[src/rtl/cmt_pkg.sv]
package cmt_pkg;

    // Count source codes, in the order the mode field decodes them
    typedef enum logic [2:0] {
        SRC_DIV2048 = 3'd0,
        SRC_DIV1024 = 3'd1,
        SRC_DIV256  = 3'd2,
        SRC_DIV64   = 3'd3,
        SRC_DIV16   = 3'd4,
        SRC_DIV4    = 3'd5,
        SRC_MAIN    = 3'd6,
        SRC_SLOW    = 3'd7
    } clk_src_e;

    localparam int SRC_CODES = 8;
    localparam int DIV_CODES = 6;

    // Mode field layout: bit 3 double-buffer enable, bits 2:0 source
    typedef struct packed {
        logic     dbuf;
        clk_src_e src;
    } mode_t;

    localparam int MODE_W = $bits(mode_t);

    typedef enum logic {
        REG_MODE = 1'b0,
        REG_CMP  = 1'b1
    } reg_sel_e;

    // Prescaler bits that must be all ones for a divided tick
    function automatic int tap_bits(input int code);
        case (code)
            0:       return 11;
            1:       return 10;
            2:       return 8;
            3:       return 6;
            4:       return 4;
            5:       return 2;
            default: return 1;
        endcase
    endfunction

    localparam int MAX_TAP = 11;

endpackage

[src/rtl/cmt_prescaler.sv]
module cmt_prescaler
    import cmt_pkg::*;
#(
    parameter int PRE_W = MAX_TAP
) (
    input  logic     clk,
    input  logic     rst,
    input  logic     clr,
    input  logic     slow_en,
    input  clk_src_e src,
    output logic     tick
);

    logic [PRE_W-1:0]     pre_q;
    logic [SRC_CODES-1:0] tick_vec;

    always_ff @(posedge clk) begin
        if (rst || clr) begin
            pre_q <= '0;
        end else begin
            pre_q <= pre_q + 1'b1;
        end
    end

    // One tap per divided source code
    for (genvar g = 0; g < DIV_CODES; g++) begin : g_tap
        localparam int TB = tap_bits(g);
        assign tick_vec[g] = &pre_q[TB-1:0];
    end

    assign tick_vec[SRC_MAIN] = 1'b1;
    assign tick_vec[SRC_SLOW] = slow_en;

    always_comb begin
        tick = !clr && tick_vec[src];
    end

endmodule

[src/rtl/cmt_cmpreg.sv]
module cmt_cmpreg #(
    parameter int W = 8
) (
    input  logic         clk,
    input  logic         rst,
    input  logic         wr,
    input  logic [W-1:0] wdata,
    input  logic         running,
    input  logic         dbuf,
    input  logic         match,
    output logic         direct,
    output logic [W-1:0] cmp_act,
    output logic [W-1:0] cmp_eff,
    output logic [W-1:0] cmp_last
);

    logic pend_q;

    // A write goes straight to the active value unless it is buffered
    always_comb begin
        direct  = wr && (!running || !dbuf);
        cmp_eff = direct ? wdata : cmp_act;
    end

    always_ff @(posedge clk) begin
        if (rst) begin
            cmp_act  <= '0;
            cmp_last <= '0;
            pend_q   <= 1'b0;
        end else begin
            if (match && pend_q) begin
                cmp_act <= cmp_last;
                pend_q  <= 1'b0;
            end
            if (wr) begin
                cmp_last <= wdata;
                if (direct) begin
                    cmp_act <= wdata;
                    pend_q  <= 1'b0;
                end else begin
                    pend_q  <= 1'b1;
                end
            end
        end
    end

endmodule

[src/rtl/cmt_counter.sv]
module cmt_counter #(
    parameter int W = 8
) (
    input  logic         clk,
    input  logic         rst,
    input  logic         running,
    input  logic         tick,
    input  logic         direct_wr,
    input  logic [W-1:0] wdata,
    input  logic [W-1:0] cmp_eff,
    output logic [W-1:0] cnt,
    output logic         match,
    output logic         irq
);

    logic [W-1:0] cnt_inc;
    logic         hit_tick;
    logic         hit_write;

    always_comb begin
        cnt_inc   = cnt + 1'b1;
        // zero compare is reached by the wrap from all ones
        hit_tick  = tick && (cnt_inc == cmp_eff);
        hit_write = direct_wr && (wdata == cnt) && (cnt != '0);
        match     = running && (hit_tick || hit_write);
    end

    always_ff @(posedge clk) begin
        if (rst || !running) begin
            cnt <= '0;
        end else if (match) begin
            cnt <= '0;
        end else if (tick) begin
            cnt <= cnt_inc;
        end
    end

    always_ff @(posedge clk) begin
        if (rst) begin
            irq <= 1'b0;
        end else begin
            irq <= match;
        end
    end

endmodule

[src/rtl/cmt8_timer.sv]
module cmt8_timer
    import cmt_pkg::*;
#(
    parameter int DATA_W = 8,
    parameter int PRE_W  = MAX_TAP
) (
    input  logic              clk,
    input  logic              rst,
    input  logic              slow_en,
    input  logic              run,
    input  logic              bus_addr,
    input  logic              bus_wr,
    input  logic              bus_rd,
    input  logic [DATA_W-1:0] bus_wdata,
    output logic [DATA_W-1:0] bus_rdata,
    output logic              irq
);

    logic [DATA_W-1:0] mode_q;
    mode_t             mode_f;
    clk_src_e          src_act;
    logic              run_q;
    logic              wr_mode;
    logic              wr_cmp;
    logic              tick;
    logic              direct;
    logic              match;
    logic [DATA_W-1:0] cnt;
    logic [DATA_W-1:0] cmp_act;
    logic [DATA_W-1:0] cmp_eff;
    logic [DATA_W-1:0] cmp_last;

    always_comb begin
        mode_f  = mode_t'(mode_q[MODE_W-1:0]);
        wr_mode = bus_wr && (reg_sel_e'(bus_addr) == REG_MODE);
        wr_cmp  = bus_wr && (reg_sel_e'(bus_addr) == REG_CMP);
    end

    // Mode byte, run state and the source latched while stopped
    always_ff @(posedge clk) begin
        if (rst) begin
            mode_q  <= '0;
            run_q   <= 1'b0;
            src_act <= SRC_DIV2048;
        end else begin
            if (wr_mode) begin
                mode_q <= bus_wdata;
            end
            run_q <= run;
            if (!run_q) begin
                src_act <= mode_f.src;
            end
        end
    end

    always_ff @(posedge clk) begin
        if (rst) begin
            bus_rdata <= '0;
        end else if (bus_rd) begin
            bus_rdata <= (reg_sel_e'(bus_addr) == REG_CMP) ? cmp_last : mode_q;
        end
    end

    cmt_prescaler #(
        .PRE_W   (PRE_W)
    ) u_pre (
        .clk     (clk),
        .rst     (rst),
        .clr     (!run_q),
        .slow_en (slow_en),
        .src     (src_act),
        .tick    (tick)
    );

    cmt_cmpreg #(
        .W        (DATA_W)
    ) u_cmp (
        .clk      (clk),
        .rst      (rst),
        .wr       (wr_cmp),
        .wdata    (bus_wdata),
        .running  (run_q),
        .dbuf     (mode_f.dbuf),
        .match    (match),
        .direct   (direct),
        .cmp_act  (cmp_act),
        .cmp_eff  (cmp_eff),
        .cmp_last (cmp_last)
    );

    cmt_counter #(
        .W         (DATA_W)
    ) u_cnt (
        .clk       (clk),
        .rst       (rst),
        .running   (run_q),
        .tick      (tick),
        .direct_wr (direct),
        .wdata     (bus_wdata),
        .cmp_eff   (cmp_eff),
        .cnt       (cnt),
        .match     (match),
        .irq       (irq)
    );

endmodule

[config.mk]
export PLATFORM = sky130hd
export DESIGN_NAME = cmt8_timer
export DESIGN_NICKNAME = d
export VERILOG_FILES = /design/src/rtl/cmt_pkg.sv /design/src/rtl/cmt_prescaler.sv /design/src/rtl/cmt_cmpreg.sv /design/src/rtl/cmt_counter.sv /design/src/rtl/cmt8_timer.sv
export SDC_FILE = /design/constraint.sdc
export NUM_CORES = 1
export LEC_CHECK = 0
export BUFFER_PORTS_ARGS = -buffer_cell sky130_fd_sc_hd__buf_2
export CORE_UTILIZATION = 44
export CTS_CLUSTER_SIZE = 10
export DETAILED_ROUTE_END_ITERATION = 8
export GPL_TIMING_DRIVEN = 0
export SETUP_SLACK_MARGIN = 0.15
export SLEW_MARGIN = 20
export SYNTH_ARGS = -nofsm -noshare
export SYNTH_HDL_FRONTEND = slang
export SYNTH_SLANG_ARGS = --single-unit
export TNS_END_PERCENT = 20
[constraint.sdc]
create_clock -name clk -period 3.3 [get_ports clk]
set_clock_uncertainty 0.15 [all_clocks]
set_input_delay 0.165 -clock clk [delete_from_list [all_inputs] [get_ports clk]]
set_output_delay 0.165 -clock clk [all_outputs]
set_load 0.02 [all_outputs]
Word-level counts from Yosys, hierarchy flattened
Cells that the tools add are included.
Operators by class
  order comparisons: 1
  eq/ne operators: 2
  add/subtract/negate cells: 2
  reductions and logical operators: 23
  mux-type cells: 10
  bitwise logic cells: 1
Operators by type and width (number)
  $mux 8: 5
  $eq 8x8->1: 2
  $add 11x1->11 const B: 1
  $reduce_and 11->1: 1
  $reduce_and 10->1: 1
  $logic_and 1x1->1: 9
  $add 8x1->8 const B: 1
  $reduce_and 8->1: 1
  $reduce_bool 8->1: 1
  $reduce_and 6->1: 1
  $lt 3x4->1 const B: 1
  $mux 1: 4
  $reduce_and 4->1: 1
  $bmux 1 s3: 1
  $logic_or 1x1->1: 3
  $logic_not 1->1: 2
  $reduce_and 2->1: 1
  $reduce_bool 2->1: 1
  $reduce_or 2->1: 1
  $not 1->1: 1
Storage, ports and cells
  input bits: 15
  flip-flop bits (word level): 57

Longest topological paths before layout
Gate-level depths: netlist (run 1).
  depth after elaboration: 12
  gate-level depth with buffers: 10
  depth with buffers taken out: 8

Modules after synthesis
Synthesis (run 1) repeated with hierarchy kept, for this count alone.
Unflattened totals
  cells, all modules: 338
  area, all modules: 3005.4 um^2
Modules (own cells, without submodules)
  cmt_cmpreg: area an instance 859.6 um^2, seq. area each 340.3 um^2, cells an instance 103, times used 1
  cmt_counter: area an instance 829.5 um^2, seq. area each 180.2 um^2, cells an instance 98, times used 1
  cmt8_timer: area an instance 803.3 um^2, seq. area each 400.4 um^2, cells an instance 76, times used 1
  cmt_prescaler: area an instance 513.0 um^2, seq. area each 220.2 um^2, cells an instance 61, times used 1

Worst setup path after synthesis (run 1)
OpenSTA, ideal clock, no wires.
  path type: register to register
  start point: reg u_pre.pre_q[0]
  end point: reg u_cmp.cmp_act[6]
  stages on the path, launching flop included: 10
  data arrival time: 2.193 ns
  clock period less this slack: 2.472 ns
  buffers on the path: 1
  setup time: 0.129 ns
  slack: 0.828 ns
  cells stage by stage: dfxtp_1 > ha_1 > and4b_1 > nand3_1 > o22ai_2 > o221ai_2 > or4_1 > buf_2 > o21ai_1 > a211oi_2
Between the ends
  longest elaborated chain between the ends: 11
  elaborated cells between the ends (all ways): 16
  classes of those cells: mux: 5; reduce/logical: 11
Ends and longest elaborated chain
  start, declared: line cmt_prescaler.sv:14  | logic [PRE_W-1:0] pre_q;
  start signal, assigned: line cmt_prescaler.sv:21  | pre_q <= pre_q + 1'b1;
  $reduce_and 11->1, or another cell as far along: line cmt_prescaler.sv:28  | assign tick_vec[g] = &pre_q[TB-1:0];
  $bmux 1 s3 *: line cmt_prescaler.sv:35  | tick = !clr && tick_vec[src];
  $mux 1 (implied by the code) *: line cmt_prescaler.sv:35
  $logic_and 1x1->1 *: line cmt_prescaler.sv:35
  $logic_and 1x1->1 *: line cmt_counter.sv:23  | hit_tick = tick && (cnt_inc == cmp_eff);
  $logic_or 1x1->1 *: line cmt_counter.sv:25  | match = running && (hit_tick || hit_write);
  $logic_and 1x1->1 *: line cmt_counter.sv:25
  $logic_and 1x1->1 *: line cmt_cmpreg.sv:31  | if (match && pend_q) begin
  $mux 8 *: line cmt_cmpreg.sv:31
  $mux 8: line cmt_cmpreg.sv:37  | if (direct) begin
  $mux 8 *: line cmt_cmpreg.sv:35  | if (wr) begin
  end signal, assigned: line cmt_cmpreg.sv:32  | cmp_act <= cmp_last;
  end signal, assigned: line cmt_cmpreg.sv:38  | cmp_act <= wdata;
  end, declared: line cmt_cmpreg.sv:12  | output logic [W-1:0] cmp_act,
Every way passes the cells marked *; elsewhere a longest branch is shown, timed or not. The select of a mux whose other input is x is not followed.
A chain may end at the register's enable or synchronous reset.

Final worst setup path (run 1)
Ends and elaborated chain as after synthesis.

==> results.ini, run 1 <==
[pwr]
power_density_mw_per_mm2=445.6
leakagePower_nw=1.332
power.total_mw=1.528
ir_drop_v=0.0002321

[logic_synthesis]
synth_nets=349
netlist.top_cell.by_area=dfxtp_1
ys_seq_elements=57
syn-cell-area_sq_mm=0.002918
syn_inst=331
yosys_warnings=0
synth.area.top_cells=dfxtp_1, mux2i_1, nor2_1, xnor2_1, a211oi_1
synth_most_common_cell=dfxtp_1
synth_cell_type_count=50
netlist.area_leader.share=0.3911
async_reset_ff_frac=0
ys.flop_type=dfxtp_1
ys_top_cells_by_count=dfxtp_1, nor2_1, nand2_1, mux2i_1, xnor2_1
postSynthAreaPerCell_sq_um=8.815
ys_seq_area_frac=0.3911
synth_edf_count=0

[placement]
place_area_sq_mm=0.003124
dp.final_hpwl_um=4802
routabilityCongestion=0.7752
dpl_worst_slack_ps=351.8
portBuffers=22
dpl.cell_count=430

[drt]
drt_iter0_drc=125
drtPass1Iterations=4
via_count=2412
drt-vias-per-instance=5.278
detail-route-antenna-nets=0
wl_per_cell_um=14.34
drc_errors=0
routed_wl_um=6552

[job]
maxCapViolCount=0

[cts]
clock-sinks=57
numCtsBuffers=9
clockRootBuffer=clkbuf_8
clkSlewWorstSetupHoldPaths_ps=70
clock_latency_ps=340
cts_buffer_depth=2
cts_tree=yes
cts_max_level=3
post_cts_buffers=0

[critical_path]
cp_cell_sequence=ha_1 > and4b_1 > nand3_1 > o22ai_2 > o221ai_2 > or4_1 > buf_2 > o21ai_1 > a211oi_2
cp_top_family=simple AND/OR/NAND/NOR gates
worstSetupStartpointType=flop
cp_data_required_time_ps=3360
slowest_delay_ps=540
reg2reg_slack_ps=490
critical_path_arrival_ps=2880
path_class=reg -> reg
crit_buf_inv=1
critical_path.endpoint_type=flop
crit_fanout=9
crit_slowest_cell=or4_1

[grt]
grt_antenna_before_repair=0
grt_max_degree=12
track_usage=0.2095
overflow=0
grt_pass1_wl_um=11590
grt_pass1_vias=2376

[timing]
worst_slew_pin_slew_ps=638.8
hold_ws_ps=30.29
max-slew-margin-rel=0.5741
rsz0062_at_grt=no
finalSetupViolCount=0
fin_crit_ps=2811
hold_viol=0
drv_slew=0
fin_setup_tns_ps=0
fmax_mhz=355.7
setup_slack_ps=488.8
min_period_over_period=0.8519

[final_layout]
design_area_sq_mm=0.003430
drive_gt1_frac=0.1763
layout-area-overhead-vs-synth_pct=17.54
stdcell_count=457
nNetsFinal=393
utilization=0.5370
antenna_cells=0

[die]
row_count=29
die_y_um=83.44
ios=24
initial_core_util=0.4569
die-width_um=83.44
die_area_sq_mm=0.006961
coreArea_sq_mm=0.006386

[worst_hold_path]
hp-class=in -> reg

[outcome]
status=completed

-- repair_timing --
item,CTS,global route
endpoints found under the hold margin,12,0
gates resized for setup,0,0
endpoints found under the setup margin,0,4
hold buffers,11,0
-- registers in the layout, summed over array words and instances, names as in the netlist --
signal,count
u_cnt.irq,1
mode_q,8
bus_rdata,8
src_act,3
u_cmp.pend_q,1
run_q,1
u_cmp.cmp_act,8
u_pre.pre_q,11
u_cnt.cnt,8
u_cmp.cmp_last,8
-- layout make-up --
type / count / area [sq um]
fillers: 625 / 2957
flip-flops and latches: 57 / 1141
plain buffers: 23 / 150.1
clock inverters: 7 / 71.32
well taps: 77 / 96.34
inverters: 5 / 18.77
repair buffers: 33 / 220.2
clock buffers: 9 / 123.9
multi-input cells: 246 / 1608
-- cells in the final DEF (no fill, tap or decap), types with 3 or more instances in the layout --
cell type      synthesis  layout
nand3_1               13      13
a41oi_1                7       7
inv_1                  5       5
nor3_1                 3       3
dlygate4sd3_1          0      11
clkbuf_1               6       6
nor2_1                52      52
o21ai_1                8       8
and3_1                 5       5
ha_1                   3       3
nand2b_1               4       4
mux2i_1               23      23
a211oi_1              14      14
nand2_1               27      27
clkinvlp_4             0       3
a21oi_1               14      14
buf_2                  3      25
buf_6                  4       4
xor2_1                11      11
xnor2_1               19      19
dfxtp_1               57      57
buf_4                  6       6
clkbuf_8               0       9
a311oi_1               3       3
o21ai_0                6       6
-- per-layer routing --
| layer | wire length [um] | track usage | up-vias |
|---|---|---|---|
| met5 | 0 | 0 | - |
| met4 | 101 | 0.08320 | 0 |
| met3 | 235 | 0.04871 | 8 |
| met2 | 2933 | 0.3271 | 39 |
| met1 | 3281 | 0.2800 | 1114 |
| li1 | - | - | 1251 |
-- cell families after synthesis --
kind of cell,synth area share
flip-flops,0.3911
adder cells (fa/ha/maj),0.01287
AND/OR/NAND/NOR,0.2110
XOR/XNOR,0.09005
buffers and inverters,0.05789
multiplexers,0.07890
AO/OA/AOI/OAI,0.1582
-- final timing paths --
check | start | endpoint | cells after the start
max reg2reg | u_pre.pre_q[0] | u_cmp.cmp_act[6] | 9
min | bus_rd | bus_rdata[3] | 3
min reg2reg | u_pre.pre_q[0] | u_pre.pre_q[0] | 1
max | u_pre.pre_q[0] | u_cmp.cmp_act[6] | 9
-- worst min-delay path: cells and delay by family --
| family | cells | cell delay (ps) |
|---|---|---|
| buf+inv | 1 | 140 |
| compound gates | 1 | 50 |
| simple gates | 1 | 120 |
-- power breakdown --
part           internal, mW  switching [mW]
logic                0.0679          0.0888
clock network         0.346           0.297
registers             0.713          0.0155
Note: power is estimated with default switching activity, not from simulation.
==> run 2, diff against run 1 <==
--- a/config.mk
+++ b/config.mk
@@ -6,6 +6,7 @@
 export NUM_CORES = 1
 export LEC_CHECK = 0
 export BUFFER_PORTS_ARGS = -buffer_cell sky130_fd_sc_hd__buf_2
+export CORE_ASPECT_RATIO = 0.8
 export CORE_UTILIZATION = 44
 export CTS_CLUSTER_SIZE = 10
 export DETAILED_ROUTE_END_ITERATION = 8
==> run 2 against run 1 <==
  * Non-clock buffer count unchanged
  * Critical path depth unchanged
  * Highest routed layer unchanged
  * Wire length up 1.2%
==> results.ini, run 2 (synthesis gave the netlist of run 1 again) <==
[worst_hold_path]
whs_endpoint=bus_rdata[4]
hp-class=in -> reg
worstHoldStart=bus_rd
holdPathStages=3

[critical_path]
worstSetupStartpointType=flop
reg2reg_slack_ps=490
r2r_end=u_cmp.cmp_act[6]
cp_data_required_time_ps=3370
crit_fanout=9
r2r_cells=9
path_class=reg -> reg
critical_path.endpoint_type=flop
crit_slowest_cell=or4_1
r2r_start=u_pre.pre_q[0]
cp_cell_sequence=ha_1 > and4b_1 > nand3_1 > o22ai_2 > o221ai_2 > or4_1 > buf_2 > o21ai_1 > a211oi_2
crit_buf_inv=1
critical_path_arrival_ps=2880
slowest_delay_ps=540
cp_top_family=compound AO/OA/AOI/OAI gates

[timing]
fin_crit_ps=2810
max-slew-margin-rel=0.5828
min_period_over_period=0.8515
drv_slew=0
rsz0062_at_grt=no
fmax_mhz=355.9
fin_setup_tns_ps=0
worst_slew_pin_slew_ps=621.1
finalSetupViolCount=0
hold_viol=0

[die]
row_count=26
die_y_um=74.84
coreArea_sq_mm=0.006409
initial_core_util=0.4553
ios=24
die-width_um=93.05
die_area_sq_mm=0.006963

[final_layout]
most-common-layout-cells=dfxtp_1, nor2_1, nand2_1, buf_2, mux2i_1
drive_gt1_frac=0.1763
largest_register=u_pre.pre_q
utilization=0.5492
nNetsFinal=393
layout-area-overhead-vs-synth_pct=20.63
mostFrequentLayoutCell=dfxtp_1
antenna_cells=0
largest_reg_flops=11

[cts]
numCtsBuffers=9
clock-sinks=57
cts_max_level=3
clkSlewWorstSetupHoldPaths_ps=70
cts_buffer_depth=2
clock_latency_ps=340
post_cts_buffers=0
cts_tree=yes
clockRootBuffer=clkbuf_8
post_cts_resized=0

[grt]
grt_pass1_wl_um=11020
grt_pass1_vias=2265
grt_antenna_before_repair=0
overflow=0
grt_max_degree=11
track_usage=0.2092

[drt]
drt-vias-per-instance=5.336
wl_per_cell_um=14.29
routed_wl_um=6632
drc_errors=0
drt_iter0_drc=132
via_count=2476
drtPass1Iterations=4
detail-route-antenna-nets=0

[placement]
portBuffers=22
routabilityCongestion=0.8173
dp.final_hpwl_um=4858

[pwr]
ir_drop_v=0.0002057
power_density_mw_per_mm2=508.8
leakagePower_nw=1.380

[job]
maxCapViolCount=0

[outcome]
status=completed

[run 2: metal layers]
layer,track usage,part of all wire,up-vias
met5,0,0,-
met4,0.07009,0.011,0
met3,0.07576,0.041,7
li1,-,-,1253
met2,0.3194,0.44,44
met1,0.2769,0.50,1172
[run 2: repair_timing]
| item | in CTS | in global routing |
|---|---|---|
| hold endpoints to repair | 17 | 0 |
| hold buffers | 11 | 0 |
| setup endpoints to repair | 0 | 3 |
[run 2: worst max path at each step]
stage | slack (ps) | startpoint | cells after the start | to
floorplan | 830 | u_pre.pre_q[0] | 9 | u_cmp.cmp_act[6]
global placement | 450 | u_pre.pre_q[0] | 8 | u_cmp.cmp_act[2]
detailed placement | 390 | u_pre.pre_q[0] | 8 | u_cmp.cmp_act[7]
CTS | 380 | u_pre.pre_q[0] | 8 | u_cmp.cmp_act[6]
global route | 250 | u_pre.pre_q[0] | 8 | u_cmp.cmp_act[1]
finish | 490 | u_pre.pre_q[0] | 9 | u_cmp.cmp_act[6]
[run 2: area by class of cell]
class / count / area [sq um]
multi-input combinational: 246 / 1608
clock inverter: 5 / 125.1
tap: 84 / 105.1
fill: 590 / 2889
timing repair buffer: 33 / 220.2
sequential: 57 / 1141
clock buffer: 11 / 151.4
inverter: 5 / 18.77
buffer: 23 / 150.1
[run 2: worst register-to-register path, delay by kind of cell, from the launching register on]
kind                     cells  cell delay [ps]
buffers and inverters        1              190
adder cells (fa/ha/maj)      1              260
AND/OR/NAND/NOR              3              840
AO/OA/AOI/OAI                4              880
flip-flops                   1              370
[run 2: through the flow]
| stage | hold WS [ps] | cell area, sq um | power [mW] | setup WS (ps) | instances |
|---|---|---|---|---|---|
| floorplan | 143.2 | 2918 | 0.8437 | 827.8 | 331 |
| global placement | 221.6 | 3133 | 0.8879 | 448.8 | 437 |
| detailed placement | 231.0 | 3133 | 0.8905 | 386.4 | 437 |
| CTS | 39.43 | 3520 | 1.808 | 376.9 | 464 |
| global route | 64.50 | 3520 | 1.856 | 249.6 | 464 |
| finish | 51.83 | 3520 | 1.791 | 490.0 | 464 |
[run 2: report_power, final]
part           leakage (nW)  switching (mW)  total, mW  internal, mW
combinational         0.775          0.0901      0.158        0.0679
sequential            0.465          0.0148      0.728         0.713
clock                 0.140           0.287      0.905         0.618
